==> src/rtl/sm_pkg.sv <==
package sm_pkg;
  typedef enum logic [1:0] {
    PAT_NONE = 2'd0,
    PAT_ZERO = 2'd1,
    PAT_ONES = 2'd2
  } const_pat_e;
endpackage

==> src/rtl/sm_gain_ramp.sv <==
module sm_gain_ramp #(
  parameter int GAIN_W = 8
) (
  input  logic              clk_i,
  input  logic              rst_ni,
  input  logic              step_i,
  input  logic              mute_i,
  output logic [GAIN_W:0]   gain_o
);
  localparam logic [GAIN_W:0] UNITY = (GAIN_W+1)'(1) << GAIN_W;

  logic [GAIN_W:0] gain_q;

  always_ff @(posedge clk_i or negedge rst_ni) begin
    if (!rst_ni) begin
      gain_q <= UNITY;
    end else if (step_i) begin
      if (mute_i && gain_q != '0)
        gain_q <= gain_q - 1'b1;
      else if (!mute_i && gain_q != UNITY)
        gain_q <= gain_q + 1'b1;
    end
  end

  assign gain_o = gain_q;


  gain_hold_chk: assert property (@(posedge clk_i) disable iff (!rst_ni)
    !step_i |=> $stable(gain_q));

  gain_down_chk: assert property (@(posedge clk_i) disable iff (!rst_ni)
    (step_i && mute_i && gain_q != '0) |=> gain_q == (GAIN_W+1)'($past(gain_q) - 1'b1));

  gain_up_chk: assert property (@(posedge clk_i) disable iff (!rst_ni)
    (step_i && !mute_i && gain_q != UNITY) |=> gain_q == (GAIN_W+1)'($past(gain_q) + 1'b1));

  gain_floor_chk: assert property (@(posedge clk_i) disable iff (!rst_ni)
    (mute_i && gain_q == '0) |=> gain_q == '0);
endmodule

==> src/rtl/sm_scale.sv <==
module sm_scale #(
  parameter int SAMPLE_W = 24,
  parameter int GAIN_W   = 8
) (
  input  logic                clk_i,
  input  logic                rst_ni,
  input  logic                load_i,
  input  logic [SAMPLE_W-1:0] smp_i,
  input  logic [GAIN_W:0]     gain_i,
  output logic [SAMPLE_W-1:0] smp_o
);
  localparam int PROD_W = SAMPLE_W + GAIN_W + 2;
  localparam logic [GAIN_W:0] UNITY = (GAIN_W+1)'(1) << GAIN_W;

  logic signed [PROD_W-1:0] smp_ext, gain_ext;
  logic [SAMPLE_W-1:0]      smp_q;

  always_comb begin
    smp_ext  = PROD_W'($signed(smp_i));
    gain_ext = PROD_W'({1'b0, gain_i});
  end

  always_ff @(posedge clk_i or negedge rst_ni) begin
    if (!rst_ni)
      smp_q <= '0;
    else if (load_i)
      smp_q <= SAMPLE_W'((smp_ext * gain_ext) >>> GAIN_W);
  end

  assign smp_o = smp_q;


  unity_pass_chk: assert property (@(posedge clk_i) disable iff (!rst_ni)
    (load_i && gain_i == UNITY) |=> smp_o == $past(smp_i));

  zero_gain_chk: assert property (@(posedge clk_i) disable iff (!rst_ni)
    (load_i && gain_i == '0) |=> smp_o == '0);

  hold_out_chk: assert property (@(posedge clk_i) disable iff (!rst_ni)
    !load_i |=> $stable(smp_o));
endmodule

==> src/rtl/sm_const_detect.sv <==
module sm_const_detect
  import sm_pkg::*;
#(
  parameter int NUM_CH       = 6,
  parameter int SAMPLE_W     = 24,
  parameter int CONST_FRAMES = 8192
) (
  input  logic                       clk_i,
  input  logic                       rst_ni,
  input  logic                       frame_vld_i,
  input  logic [NUM_CH*SAMPLE_W-1:0] pcm_i,
  output logic                       hit_o
);
  localparam int CNT_W = $clog2(CONST_FRAMES + 2);
  localparam logic [CNT_W-1:0] CNT_SAT = CNT_W'(CONST_FRAMES + 1);

  const_pat_e       new_pat, pat_q;
  logic [CNT_W-1:0] cnt_q;

  always_comb begin
    if (pcm_i == '0)      new_pat = PAT_ZERO;
    else if (pcm_i == '1) new_pat = PAT_ONES;
    else                  new_pat = PAT_NONE;
  end

  always_ff @(posedge clk_i or negedge rst_ni) begin
    if (!rst_ni) begin
      pat_q <= PAT_NONE;
      cnt_q <= '0;
    end else if (frame_vld_i) begin
      if (new_pat == PAT_NONE) begin
        pat_q <= PAT_NONE;
        cnt_q <= '0;
      end else if (new_pat == pat_q) begin
        if (cnt_q != CNT_SAT) cnt_q <= cnt_q + 1'b1;
      end else begin
        pat_q <= new_pat;
        cnt_q <= CNT_W'(1);
      end
    end
  end

  assign hit_o = (cnt_q == CNT_SAT);


  clear_run_chk: assert property (@(posedge clk_i) disable iff (!rst_ni)
    (frame_vld_i && new_pat == PAT_NONE) |=> !hit_o);

  restart_run_chk: assert property (@(posedge clk_i) disable iff (!rst_ni)
    (frame_vld_i && new_pat != PAT_NONE && new_pat != pat_q) |=> cnt_q == CNT_W'(1));

  sat_hold_chk: assert property (@(posedge clk_i) disable iff (!rst_ni)
    (hit_o && frame_vld_i && new_pat == pat_q) |=> hit_o);

  idle_run_chk: assert property (@(posedge clk_i) disable iff (!rst_ni)
    !frame_vld_i |=> $stable(cnt_q));
endmodule

==> src/rtl/audio_softmute.sv <==
module audio_softmute #(
  parameter int NUM_CH       = 6,
  parameter int SAMPLE_W     = 24,
  parameter int GAIN_W       = 8,
  parameter int CONST_FRAMES = 8192
) (
  input  logic                       clk_i,
  input  logic                       rst_ni,
  input  logic                       mute_req_i,
  input  logic                       frame_vld_i,
  input  logic [NUM_CH*SAMPLE_W-1:0] pcm_i,
  input  logic                       clk_fault_i,
  output logic [NUM_CH*SAMPLE_W-1:0] pcm_o,
  output logic                       pcm_vld_o,
  output logic                       mute_flag_o
);
  logic [GAIN_W:0] gain;
  logic            const_hit;
  logic            vld_q;

  sm_gain_ramp #(.GAIN_W(GAIN_W)) i_ramp (
    .clk_i  (clk_i),
    .rst_ni (rst_ni),
    .step_i (frame_vld_i),
    .mute_i (mute_req_i),
    .gain_o (gain)
  );

  for (genvar c = 0; c < NUM_CH; c++) begin : g_ch
    sm_scale #(.SAMPLE_W(SAMPLE_W), .GAIN_W(GAIN_W)) i_scale (
      .clk_i  (clk_i),
      .rst_ni (rst_ni),
      .load_i (frame_vld_i),
      .smp_i  (pcm_i[c*SAMPLE_W +: SAMPLE_W]),
      .gain_i (gain),
      .smp_o  (pcm_o[c*SAMPLE_W +: SAMPLE_W])
    );
  end

  sm_const_detect #(
    .NUM_CH(NUM_CH), .SAMPLE_W(SAMPLE_W), .CONST_FRAMES(CONST_FRAMES)
  ) i_detect (
    .clk_i       (clk_i),
    .rst_ni      (rst_ni),
    .frame_vld_i (frame_vld_i),
    .pcm_i       (pcm_i),
    .hit_o       (const_hit)
  );

  always_ff @(posedge clk_i or negedge rst_ni) begin
    if (!rst_ni) vld_q <= 1'b0;
    else         vld_q <= frame_vld_i;
  end

  assign pcm_vld_o   = vld_q;
  // fault path stays combinational so an unstable clock cannot delay it
  assign mute_flag_o = clk_fault_i | const_hit;


  vld_follow_chk: assert property (@(posedge clk_i) disable iff (!rst_ni)
    frame_vld_i |=> pcm_vld_o);

  vld_idle_chk: assert property (@(posedge clk_i) disable iff (!rst_ni)
    !frame_vld_i |=> !pcm_vld_o);

  flag_release_chk: assert property (@(posedge clk_i) disable iff (!rst_ni)
    (frame_vld_i && pcm_i != '0 && pcm_i != '1 && !clk_fault_i) |=> (mute_flag_o == clk_fault_i));
endmodule

==> config.mk <==
export PLATFORM = sky130hd
export DESIGN_NAME = audio_softmute
export DESIGN_NICKNAME = d
export VERILOG_FILES = /design/src/rtl/sm_pkg.sv /design/src/rtl/sm_gain_ramp.sv /design/src/rtl/sm_scale.sv /design/src/rtl/sm_const_detect.sv /design/src/rtl/audio_softmute.sv
export SDC_FILE = /design/constraint.sdc
export NUM_CORES = 2
export LEC_CHECK = 0
export BUFFER_PORTS_ARGS = -buffer_cell sky130_fd_sc_hd__buf_2
export CAP_MARGIN = 40
export CORE_MARGIN = 4
export CORE_UTILIZATION = 56
export CTS_CLUSTER_SIZE = 40
export DETAILED_ROUTE_END_ITERATION = 7
export PLACE_DENSITY_LB_ADDON = 0.12
export SETUP_SLACK_MARGIN = 0.05
export SYNTH_ARGS = -nofsm -noshare
export SYNTH_HDL_FRONTEND = slang
export SYNTH_SLANG_ARGS = --single-unit
export TNS_END_PERCENT = 50
==> constraint.sdc <==
create_clock -name clk_i -period 7.4 [get_ports clk_i]
set_input_delay 0 -clock clk_i [delete_from_list [all_inputs] [get_ports clk_i]]
set_output_delay 0 -clock clk_i [all_outputs]
set_load 0.01 [all_outputs]
### Yosys cells after proc, flatten, opt, wreduce, memory -nomap -nowiden

Index checks and enable logic that the tools add are counted.
Widths: inputs -> output; s select.

* order comparisons: 0
* divide/modulo/power cells: 0
* reductions and logical operators: 10
* multipliers: 6
* add/sub/neg operators: 3
* bitwise operators: 1
* equal/unequal tests: 7
* shift operators: 0
* muxes and demuxes: 9

Operator list (number)
* $mul 24x10->32: 6
* $eq 144x144->1 const B: 1
* $logic_not 144->1: 1
* $mux 14: 3
* $mux 9: 2
* $add 14x1->14 const B: 1
* $eq 14x14->1 const B: 1
* $ne 14x14->1 const B: 1
* $add 9x1->9 const B: 1
* $ne 9x9->1 const B: 1
* $reduce_bool 9->1: 1
* $sub 9x1->9 const B: 1
* $mux 2: 4
* $reduce_and 2->1: 3
* $ne 3x2->1 const B: 1
* $eq 2x2->1: 1
* $logic_and 1x1->1: 2
* $logic_not 2->1: 1
* $ne 2x1->1 const B: 1
* $reduce_bool 2->1: 1
* $logic_not 1->1: 1
* $or 1x1->1: 1

* flip-flop bits (word level): 170
* RAM bits: 0
* input bits: 149
* logic and storage cells: 46
* bits in read-only memories: 0
* latch bits: 0
* memories: 0

### Depth between registers and ports, before layout

* word-level depth: 6
* mapped depth: 25
* mapped depth without buffers: 21

### By module

From an unflattened synthesis, not the netlist that was laid out.

* cells, all modules: 5436
* area, all modules: 50021.7 µm²

By module, submodules not included
* sm_scale at g_ch[1].i_scale ...: area each 8060.2 µm², cells an instance 879, times used 3, seq. area each 600.6 µm²
* sm_scale at g_ch[4].i_scale: area each 7850.0 µm², cells an instance 844, times used 1, seq. area each 600.6 µm²
* sm_scale at g_ch[5].i_scale: area each 7818.7 µm², cells an instance 849, times used 1, seq. area each 600.6 µm²
* sm_scale at g_ch[0].i_scale: area each 7751.2 µm², cells an instance 820, times used 1, seq. area each 600.6 µm²
* sm_const_detect: area each 1682.9 µm², cells an instance 216, times used 1, seq. area each 400.4 µm²
* sm_gain_ramp: area each 706.9 µm², cells an instance 68, times used 1, seq. area each 226.5 µm²
* audio_softmute: area each 31.3 µm², cells an instance 2, times used 1, seq. area each 25.0 µm²

### Least setup slack after synthesis

No wires, ideal clock.

* path type: register to register
* start point: reg i_ramp.gain_q[4], in the netlist i_ramp.gain_o[4]
* end point: reg g_ch[4].i_scale.smp_q[20]
* data required time: 7.296 ns
* setup slack: 1.109 ns
* data arrival time: 6.188 ns
* cell stages (with the launch flop): 23
* cells stage by stage: dfrtp_1 clkbuf_1 clkbuf_1 clkbuf_1 nand2_1 fa_1 inv_1 fa_1 fa_1 fa_1 inv_1 fa_1 inv_1 ha_1 a21o_1 a21o_1 a21oi_1 o211ai_1 a311o_1 a2111oi_2 o21bai_1 a2111o_1 o311ai_1

* cells in the longest elaborated chain, start to end: 1

Ends and longest elaborated chain
* start: declaration: RTL line sm_gain_ramp.sv:12 `logic [GAIN_W:0] gain_q;`
* start signal: assignment: RTL line sm_gain_ramp.sv:19 `gain_q <= gain_q - 1'b1;`
* start signal: assignment: RTL line sm_gain_ramp.sv:21 `gain_q <= gain_q + 1'b1;`
* $mul 24x10->32: RTL line sm_scale.sv:27 `smp_q <= SAMPLE_W'((smp_ext * gain_ext) >>> GAIN_W);`
* end signal: assignment: RTL line sm_scale.sv:27
* end: declaration: RTL line sm_scale.sv:16 `logic [SAMPLE_W-1:0] smp_q;`

Every way passes these cells.
A chain may end at the register's enable or synchronous reset.

### Worst setup path in the final report

* start point: reg i_ramp.gain_q[2], in the netlist i_ramp.gain_o[2]
* end point: reg g_ch[5].i_scale.smp_q[23]

* cells in the longest elaborated chain, start to end: 1

Ends and longest elaborated chain (RTL line)
* $mul 24x10->32: sm_scale.sv:27
* end signal: assignment: sm_scale.sv:27
* end: declaration: sm_scale.sv:16

Every way passes these cells.

==> results.md <==
- Status: finished clean
- Worst Path Class, Setup: reg -> reg
- Hold crit path type: in -> async
- PnR worst setup slack: 0.5265 ns
- Fill count: slightly below 8,000
- # DRC: 0
- CP max FO: 44
- Ys Warns: 0
- FMAX: 145.5 MHz
- Cell mode on critical path: fa_1
- GRT Util Overall: 0.3025
- CTS Buffer Depth: 2
- Largest net degree at the start of global routing: just over 70
- Clock-pin slew on the worst setup and hold paths: 0.11 ns
- Fin Clk Skew: 0.03338 ns
- Global-route wire length before repair: between 200,000 and 250,000 um
- Post-Syn Area: 48,980 um2
- Remaining antenna violation count after routing: 0
- Die width: 303.8 um
- Syn nets: between 6,000 and 7,000
- Final Core Density: 0.5974
- Detailed Routing Iterations Pass 1: 6
- Clock sink count: 170
- CP required: 7.84 ns
- Setup Viol. Count Final: 0
- Worst-Margin Slew: ~0.84 ns
- Final Cycle Share: 0.9288
- PostCTS Resize Cnt: 0
- Vias in the first global route: 39,238
- Critical path arrival: 7.31 ns
- Total congestion overflow: 0
- Starting Density: 0.5646
- I/O pins: about 300
- Slew HR: 0.4342
- DR vias: around 37,000
- Asr flop ratio synth: 1.000
- Clk_lat worst skew: between 0.5 and 0.6 ns
- TritonCTS clock tree: done
- CP max stage delay: just under 0.8 ns
- Via-to-Cell Ratio: 5.582
- Sequential area share after synthesis: 0.08687
- RSZ-0062 raised after global routing: false
- Core area: 86,750 um2
- Setup crit end kind: register
- DPL Wire Length: 103,100 um
- Num CTS Buffers: 17
- CTS H-tree lvls: 4
- Setup WS pre-CTS: 0.6751 ns
- Final net count: approximately 7,000
- CTS root buf: clkbuf_16
- Unique cell type count in the Yosys netlist: 74
- P&R area growth vs syn: 5.808%
- Setup TNS: 0 ns
- Final Hold Fails: 0
- Pins Over Slew Limit: 0
- Maxcap violations: 0
- Port-buffer cells: between 200 and 300
- Flops & latches, synth: 170
- GP Congestion: around 0.88
- Main synth FF type: dfrtp_1
- Avg Inst Size Synth: about 9.1 um2
- FP Rows: between 100 and 150
- Critical path launch point type: register
- Minimum clock period: between 6 and 7 ns
- Initial antenna violation count: 31
- Post-synth EDFFs: 0
- DIE AREA: roughly 92,000 um2
- Layout cells sized above 1: 0.08955
- Chip height: 303.8 um
- WL final: between 100,000 and 150,000 um
- Syn Inst Count: 5,376
- Sequence of cells on the critical path: buf_4 -> nand2_1 -> fa_1 -> inv_1 -> fa_1 -> fa_1 -> fa_1 -> inv_1 -> fa_1 -> inv_1 -> ha_1 -> and3_1 -> a221o_1 -> a21oi_1 -> a2bb2oi_1 -> a211o_1 -> a211o_1 -> a311oi_2 -> or3_1 -> a31o_1
- CP max-delay cell: dfrtp_4
- WL per Instance: between 20 and 25 um
- Number of DRC markers in iteration 0: ~2,500
-- synth_stat cells (12+ instances only) --
master       n  share of area
inv_1     1108          0.085
dfrtp_1    169          0.086
nor2_1      67         0.0051
mux2_2      93          0.021
xor2_1      42         0.0075
a21oi_1     98          0.010
fa_1      1021           0.42
o21ai_0     49         0.0050
or3_1       12         0.0015
o21bai_1    12         0.0018
o31ai_1     14         0.0021
a21o_1      79          0.012
ha_1       405           0.10
clkbuf_1   309          0.024
xnor2_1    132          0.024
nand3_1     36         0.0037
nor3_1      40         0.0041
and2_1     660          0.084
nand2_1    699          0.054
o21a_1      24         0.0037
nand4_1     66         0.0084
nor2b_1     15         0.0019
a31oi_1     20         0.0026
nor4_1      54         0.0069
and3_1      16         0.0020
-- final timing paths --
kind	depth (start not counted)	end	startpoint	slack (ns)
setup / recovery	20	g_ch[5].i_scale.smp_o[23]$_DFFE_PN0P_	i_ramp.gain_o[2]$_DFFE_PN0P_	0.53
hold / removal	2	g_ch[1].i_scale.smp_o[0]$_DFFE_PN0P_	rst_ni	0.07
setup reg to reg	20	g_ch[5].i_scale.smp_o[23]$_DFFE_PN0P_	i_ramp.gain_o[2]$_DFFE_PN0P_	0.53
hold reg to reg	1	g_ch[3].i_scale.smp_o[6]$_DFFE_PN0P_	g_ch[3].i_scale.smp_o[6]$_DFFE_PN0P_	0.48
max in group asynchronous	3	g_ch[4].i_scale.smp_o[23]$_DFFE_PN0P_	rst_ni	6.07
min in group clk_i	6	i_detect.pat_q[0]$_DFFE_PN0P_	pcm_i[24]	0.19
-- through the flow --
stage	instances	area (um2)	hold WS, ns
floorplan	5376	48980	-0.2956
global placement	6542	51140	0.1109
detailed placement	6547	51180	0.1115
CTS	6582	51790	0.06429
global route	6586	51800	0.1406
finish	6598	51830	0.06715
-- layout by cell type (no fill, tap or decap), drive strengths merged, types with 42 or more instances in the layout --
cell | synthesis | layout
a21o | 79 | 79
nor4 | 54 | 54
buf | 6 | 329
mux2 | 93 | 93
and2 | 660 | 660
ha | 405 | 405
xnor2 | 132 | 132
nand2 | 699 | 699
a21oi | 98 | 98
nand4 | 66 | 66
nor2 | 67 | 67
inv | 1108 | 1118
fa | 1021 | 1021
dfrtp | 169 | 169
o21ai | 58 | 58
xor2 | 42 | 42
-- critical path, delay by kind of cell (launching register included) --
family / cells / cell delay (ns)
simple gates: 3 / 0.73
fa+ha+maj: 6 / 2.78
compound gates: 7 / 1.72
buf+inv: 4 / 0.67
flops: 1 / 0.79
-- sequential cells by signal, summed over array words and instances (netlist names) --
signal	flops
g_ch.i_scale.smp_o	144
i_detect.pat_q	2
i_detect.cnt_q	14
pcm_vld_o	1
i_ramp.gain_o	9
-- per-layer routing --
layer | track usage | vias up | wire [um]
met1 | 0.4194 | 19096 | 56300
met3 | 0.06623 | 192 | 11160
li1 | - | 16334 | -
met5 | 0 | - | 137
met2 | 0.4833 | 1187 | 62480
met4 | 0.08661 | 20 | 3470
-- layout make-up --
type                    instances  area [um2]  area share
well taps                    1155        1445     0.02788
clock buffers                  17       425.4    0.008208
repair buffers                335        1932     0.03727
diodes                         16       40.04   0.0007725
flip-flops and latches        170        4289     0.08275
multi-input cells            3781       39380      0.7598
inverters                    1109        4165     0.08036
clock inverters                15       152.6    0.002945
-- cell families (layout without fill, tap and decap cells) --
family | count (synthesis) | after routing | share of synthesized area
other cells | 0 | 16 | 0
compound gates | 387 | 387 | 0.05328
simple gates | 1699 | 1699 | 0.1769
flops | 170 | 170 | 0.08687
fa+ha+maj | 1426 | 1426 | 0.5207
mux | 95 | 95 | 0.02179
xor+xnor | 174 | 174 | 0.03111
buf+inv | 1425 | 1476 | 0.1093
-- repair_timing --
item / CTS / global route
buffers inserted: 0 / 0
endpoints found under the hold margin: 88 / 0
hold buffers: 3 / 0
Power is left out: the tool's default activity adds up to more than one toggle a clock period on the data nets, which glitch-free logic cannot reach.
